## src/rtl/alatch_pkg.sv

```systemverilog
package alatch_pkg;

  typedef enum logic [1:0] {
    MODE_HOLD  = 2'd0,
    MODE_WRITE = 2'd1,
    MODE_DEMUX = 2'd2,
    MODE_CLEAR = 2'd3
  } alatch_mode_e;

endpackage

```

## src/rtl/alatch_mode_dec.sv

```systemverilog
module alatch_mode_dec
  import alatch_pkg::*;
(
  input  logic         le_n,
  input  logic         mr_n,
  output alatch_mode_e mode
);

  always_comb begin
    unique case ({le_n, mr_n})
      2'b01:   mode = MODE_WRITE;
      2'b11:   mode = MODE_HOLD;
      2'b00:   mode = MODE_DEMUX;
      default: mode = MODE_CLEAR;
    endcase
  end

endmodule

```

## src/rtl/alatch_addr_dec.sv

```systemverilog
module alatch_addr_dec #(
  parameter int ADDR_W = 3,
  localparam int NBITS = 1 << ADDR_W
) (
  input  logic [ADDR_W-1:0] addr,
  output logic [NBITS-1:0]  sel
);

  for (genvar i = 0; i < NBITS; i++) begin : g_sel
    assign sel[i] = (addr == ADDR_W'(i));
  end

endmodule

```

## src/rtl/alatch_bit_cell.sv

```systemverilog
module alatch_bit_cell
  import alatch_pkg::*;
(
  input  logic         clk,
  input  logic         rst_n,
  input  alatch_mode_e mode,
  input  logic         sel,
  input  logic         din,
  output logic         q
);

  logic q_nxt;

  always_comb begin
    unique case (mode)
      MODE_WRITE: q_nxt = sel ? din : q;
      MODE_DEMUX: q_nxt = sel & din;
      MODE_CLEAR: q_nxt = 1'b0;
      default:    q_nxt = q;
    endcase
  end

  always_ff @(posedge clk) begin
    if (!rst_n) q <= 1'b0;
    else        q <= q_nxt;
  end

endmodule

```

## src/rtl/addr_latch_array.sv

```systemverilog
module addr_latch_array
  import alatch_pkg::*;
#(
  parameter int ADDR_W = 3,
  localparam int NBITS = 1 << ADDR_W
) (
  input  logic              clk,
  input  logic              rst_n,
  input  logic              le_n,
  input  logic              mr_n,
  input  logic              din,
  input  logic [ADDR_W-1:0] addr,
  output logic [NBITS-1:0]  q
);

  alatch_mode_e     mode;
  logic [NBITS-1:0] sel;

  alatch_mode_dec u_mode (
    .le_n (le_n),
    .mr_n (mr_n),
    .mode (mode)
  );

  alatch_addr_dec #(.ADDR_W(ADDR_W)) u_adec (
    .addr (addr),
    .sel  (sel)
  );

  for (genvar i = 0; i < NBITS; i++) begin : g_cell
    alatch_bit_cell u_cell (
      .clk   (clk),
      .rst_n (rst_n),
      .mode  (mode),
      .sel   (sel[i]),
      .din   (din),
      .q     (q[i])
    );
  end

endmodule

```

## config.mk

```make
export PLATFORM = sky130hd
export DESIGN_NAME = addr_latch_array
export DESIGN_NICKNAME = d
export VERILOG_FILES = /design/src/rtl/alatch_pkg.sv /design/src/rtl/alatch_mode_dec.sv /design/src/rtl/alatch_addr_dec.sv /design/src/rtl/alatch_bit_cell.sv /design/src/rtl/addr_latch_array.sv
export SDC_FILE = /design/constraint.sdc
export NUM_CORES = 1
export LEC_CHECK = 0
export BUFFER_PORTS_ARGS = -buffer_cell sky130_fd_sc_hd__buf_2
export CAP_MARGIN = 20
export CORE_MARGIN = 3
export CORE_UTILIZATION = 45
export CTS_CLUSTER_DIAMETER = 50
export DETAILED_ROUTE_END_ITERATION = 12
export PLACE_DENSITY = 0.7
export SYNTH_ARGS = -nofsm -noshare
export SYNTH_HDL_FRONTEND = slang
export SYNTH_HIERARCHICAL = 1
export SYNTH_SLANG_ARGS = --single-unit
```

## constraint.sdc

```tcl
create_clock -name clk -period 1.8 [get_ports clk]
set_clock_uncertainty 0.1 [all_clocks]
set_input_delay 0.18 -clock clk [delete_from_list [all_inputs] [get_ports clk]]
set_output_delay 0.18 -clock clk [all_outputs]
set_load 0.01 [all_outputs]
```

==> results_dict.tcl, run 1 <==
set metrics [dict create \
    status "completed" \
    end_kind "flip-flop" \
    grt_pass1_wl_mm 2.049 \
    drc 0 \
    syn_to_final_growth_pct 21.89 \
    fp.coreArea_mm2 0.001171 \
    rr_worst_depth 3 \
    gr-total-overflow 0 \
    syn-cell-area_um2 594.3 \
    pwr-share-clk 0.346 \
    ff2ff_setup_slack_ns 0.87 \
    route.met3.wl_um 73 \
    max_freq_ghz 0.7360 \
    maxSlewHeadroom 0.6217 \
    grt_max_degree 25 \
    reg_top3 "g_cell.u_cell/q: 8 flops" \
    swShare 0.2927 \
    postCtsSetupRepairBufs 0 \
    hold_path.class "in2reg" \
    top_layer_used "met4" \
    clk_latency_ns 0.26 \
    clkTransAtPathRegs_ns 0.06 \
    vdd_drop_max_mv 0.3620 \
    h-tree-depth 1 \
    num_vias 544 \
    final_max_slew_viol_count 0 \
    syn_nets 71 \
    top_register "g_cell.u_cell/q" \
    drt_iter0_markers 23 \
    cts.sinks 8 \
    rr_endpoint "g_cell[0].u_cell/q$_SDFFE_PN0P_" \
    hold_viol 0 \
    worstPathArrival_ns 1.41 \
    dr.pass1.iters 4 \
    startpoint "le_n" \
    critPathKind "in2reg" \
    cp-start-kind "primary input" \
    portBuffers 15 \
    cts_root_buffer "clkbuf_4" \
    hold_buffers 0 \
    grt_pass1_vias 461 \
    wl_met1_um 646 \
    wire_per_inst_um 13.14 \
    cts_tree "yes" \
    leakage_uw 0.0003329 \
    worstSetupEndpoint "g_cell[2].u_cell/q$_SDFFE_PN0P_" \
    slowest_stage "or2_1" \
    routed-wl-met2_um 519 \
    start_util 0.5075 \
    num_antenna_cells 0 \
    drv_cap 0 \
    yosysSeqAreaShare 0.2695 \
    nNetsFinal 93 \
    gp_congestion 0.7045 \
    antenna_found_initial 0 \
    layout.cells.non_filler 95 \
    dp_hpwl_um 841.7 \
    post-place-ws_ns 0.1825 \
    num_rows 12 \
    yosys_register_bits 8 \
    synth.distinct_cells 13 \
    worst_slack_ns 0.4413 \
    syn_area_per_cell_um2 9.743 \
    worst-path-max-fanout 15 \
    pin_count 16 \
    regArea_um2 160.2 \
    finalSetupViolCount 0 \
    tightest_slew_ns 0.5675 \
    track_usage 0.1461 \
    path_cells "buf_2, inv_1, ha_1, or2_1, and4b_1, o21a_1" \
    rsz0062_at_grt "false" \
    multi_input_area_um2 426.7 \
    power_density_mw_per_mm2 570.3 \
    fillers 126 \
    max_stage_delay_ns 0.42 \
    wirelength_mm 1.248 \
    clockBufferDepth 2 \
    die-area_mm2 0.001793 \
    comb_power_share 0.213 \
    die_x_um 42.34 \
    cp.required_ns 1.85 \
    synth_cells 61 \
    vias_per_cell 5.726 \
    power.switching_uw 120.9 \
    cts.repair.resized 0 \
    hold_ws_ns 0.1369 \
    drive_above_1_share 0.3951 \
    final_util 0.6186 \
    dp_cells 92 \
    largest_register_ffs 8 \
    fin_crit_sh 0.7548 \
    p_seq_frac 0.441 \
    yosysWarnings 6 \
    dieHeight_um 42.34 \
    final.min_clock_period_ns 1.359 \
    intPower_uw 292.2 \
    numCtsBuffers 3 \
    fin_tns_setup_ns 0 \
    antenna_left 0 \
    r2r-start "g_cell[0].u_cell/q$_SDFFE_PN0P_" \
]
==> cell usage in the layout, fill, tap and decap left out, drive strengths merged <==
master / netlist / layout
a21bo: 8 / 8
dfxtp: 8 / 8
or2: 1 / 1
inv: 2 / 2
nand3: 8 / 8
ha: 2 / 2
and3: 1 / 1
o21a: 8 / 8
a21oi: 8 / 8
and4b: 8 / 8
nor3b: 3 / 3
nor3: 1 / 1
and3b: 3 / 3
clkbuf: 0 / 3
buf: 0 / 17
==> metal layers <==
layer,vias to the layer above,global-route usage
met1,243,0.2154
met4,0,0.05590
met3,2,0.04292
met5,-,0
li1,283,-
met2,16,0.1945
==> synthesized netlist by cell type <==
library cell	count	area [um^2]
and4b_1	8	80.08
nor3_1	1	5.000
inv_1	2	7.510
ha_1	2	25.02
dfxtp_1	8	160.2
a21bo_1	8	80.08
and3_2	1	7.510
and3b_2	3	30.03
a21oi_2	8	70.07
or2_1	1	6.260
nand3_1	8	40.04
o21a_1	8	60.06
nor3b_1	3	22.52
==> metrics by stage <==
| stage | area (um^2) | power (uW) |
|---|---|---|
| 6_report | 724.4 | 413.1 |
| 3_3_place_gp | 701.9 | 271.7 |
| 4_1_cts | 724.4 | 413.6 |
| 5_1_grt | 724.4 | 435.2 |
| 3_5_place_dp | 701.9 | 272.7 |
| 2_1_floorplan | 594.3 | 236.7 |
==> worst min path at each step <==
stage	startpoint	to	slack (ns)	cells past startpoint
after floorplan	rst_n	g_cell[0].u_cell/q$_SDFFE_PN0P_	0.20	1
after global placement	rst_n	g_cell[3].u_cell/q$_SDFFE_PN0P_	0.40	2
after detailed placement	rst_n	g_cell[6].u_cell/q$_SDFFE_PN0P_	0.41	2
after CTS	rst_n	g_cell[6].u_cell/q$_SDFFE_PN0P_	0.14	2
after global routing	rst_n	g_cell[7].u_cell/q$_SDFFE_PN0P_	0.14	2
final	rst_n	g_cell[6].u_cell/q$_SDFFE_PN0P_	0.14	2
==> cell type report <==
cell class              count  area share
multi-input cells          51      0.5889
flip-flops and latches      8      0.2211
well taps                  14     0.02418
inverters                   2     0.01036
repair buffers             17      0.1244
clock buffers               3     0.03109
==> cell families (layout without fill, tap and decap cells) <==
group           count (synthesis)  in the layout  share of synthesized area
simple gates                   25             25                     0.3221
compound gates                 24             24                     0.3537
flops                           8              8                     0.2695
fa+ha+maj                       2              2                    0.04210
buf+inv                         2             22                    0.01264
==> worst max-delay path, delay by kind of cell <==
family	cells	cell delay [ns]
AND/OR/NAND/NOR	2	0.74
AO/OA/AOI/OAI	1	0.19
adder cells (fa/ha/maj)	1	0.18
buffers and inverters	2	0.13
==> power groups by stage <==
stage	sequential (uW)	clock, uW	combinational (uW)
after global routing	182	156	96.5
after floorplan	188	0	48.7
final	182	143	88.2
after detailed placement	186	0	86.7
after global placement	186	0	85.8
after CTS	182	144	87.3
Note: power is estimated with default switching activity, not from simulation.
==> run 2: changes to the inputs <==
CORE_UTILIZATION = 44   (was 45)
PLACE_DENSITY = 0.71   (was 0.7)
clock period = 1.2 ns   (was 1.8 ns; I/O delays follow)
==> results_dict.tcl, run 2 (synthesized netlist as in run 1, its figures left out) <==
set metrics [dict create \
    gr-total-overflow 0 \
    clkTransAtPathRegs_ns 0.06 \
    max_stage_delay_ns 0.31 \
    num_rows 12 \
    cp_top_family "simple AND/OR/NAND/NOR gates" \
    num_vias 551 \
    antenna_left 0 \
    cp-start-kind "primary input" \
    leakage_uw 0.0003410 \
    top_register "g_cell.u_cell/q" \
    wire_per_inst_um 12.31 \
    final_common_cell "buf_2" \
    layout.cells.non_filler 97 \
    num_antenna_cells 0 \
    hold_depth 2 \
    drv_cap 0 \
    largest_register_ffs 8 \
    power_density_mw_per_mm2 830.6 \
    grt_max_degree 25 \
    cts.repair.resized 0 \
    dp_cells 94 \
    r2r-start "g_cell[5].u_cell/q$_SDFFE_PN0P_" \
    finalPower_uw 628.7 \
    final.min_clock_period_ns 1.073 \
    finalSetupViolCount 0 \
    max_freq_ghz 0.9318 \
    slowest_stage "or2_4" \
    h-tree-depth 1 \
    fp.coreArea_mm2 0.001186 \
    cts.sinks 8 \
    maxSlewHeadroom 0.7728 \
    worst_slack_ns 0.1268 \
    final_max_slew_viol_count 0 \
    drc 0 \
    crit_buf_inv 2 \
    rsz0062_at_grt "false" \
    place_area_um2 734.5 \
    worstHoldStart "rst_n" \
    fillers 117 \
    hold_buffers 0 \
    path_cells "buf_2, inv_1, ha_4, or2_4, and4b_1, o21a_1" \
    portBuffers 15 \
    dr.pass1.iters 2 \
    cts_tree "yes" \
    end_kind "flip-flop" \
    drive_above_1_share 0.4578 \
    rr_worst_depth 3 \
    vdd_drop_max_mv 0.5647 \
    die-area_mm2 0.001828 \
    die_x_um 42.75 \
    final_cell_area_um2 757.0 \
    start_util 0.5011 \
    antenna_found_initial 0 \
    grt_pass1_wl_mm 2.173 \
    pin_count 16 \
    status "completed" \
    cp.depth 6 \
    drt_iter0_markers 7 \
    hold_viol 0 \
    cts_root_buffer "clkbuf_4" \
    track_usage 0.1516 \
    critPathKind "in2reg" \
    tightest_slew_ns 0.3381 \
    postCtsSetupRepairBufs 0 \
    reg_top3 "g_cell.u_cell/q: 8 flops" \
    dieHeight_um 42.75 \
    nNetsFinal 95 \
    post-place-ws_ns -0.1319 \
    fin_crit_sh 0.8943 \
    worstPathArrival_ns 1.12 \
    final_util 0.6382 \
    clk_latency_ns 0.25 \
    startpoint "le_n" \
    cp.required_ns 1.25 \
    worst-path-max-fanout 14 \
    numCtsBuffers 3 \
    clockBufferDepth 2 \
    hold_path.class "in2reg" \
    gp_congestion 0.6994 \
    vias_per_cell 5.680 \
    syn_to_final_growth_pct 27.37 \
    grt_pass1_vias 490 \
    dp_hpwl_um 865 \
    wirelength_mm 1.194 \
]
==> run 2: power by group <==
part           total [uW]  internal [uW]  switching (uW)
registers             273            271            2.03
clock network         205            114            90.8
logic                 150           68.3            82.1
total                 629            454             175
==> run 2: stage by stage <==
stage | setup TNS [ns] | hold WS, ns
final | 0 | 0.08003
after global routing | 0 | 0.08845
after CTS | 0 | 0.07411
after detailed placement | -0.9965 | 0.3452
after global placement | -0.8561 | 0.3409
after floorplan | 0 | 0.1375
==> run 2: path summary, 6_finish.rpt <==
check / end / slack (ns)
max: g_cell[1].u_cell/q$_SDFFE_PN0P_ / 0.13
min: g_cell[6].u_cell/q$_SDFFE_PN0P_ / 0.08
min reg2reg: g_cell[3].u_cell/q$_SDFFE_PN0P_ / 0.62
max reg2reg: g_cell[5].u_cell/q$_SDFFE_PN0P_ / 0.29
==> run 2: routing by layer <==
metal  share of wire  GRT usage  up-vias
li1                -          -      288
met1            0.51     0.2239      251
met2            0.43     0.2066       10
met3           0.048    0.02542        2
met4          0.0050    0.07453        0
met5               0          0        -
==> run 2: cell type report <==
cell class,count,area [um^2],area share
clock buffer,3,22.52,0.02975
inverter,2,7.507,0.009917
multi-input combinational,51,444.2,0.5868
sequential,8,160.2,0.2116
timing repair buffer,19,105.1,0.1388
tap,14,17.52,0.02314
==> run 2: worst reg2reg max path: stages (launching register included) <==
cell,delay (ns)
dfxtp_1,0.32
a21bo_1,0.21
a21oi_2,0.12
o21a_1,0.11
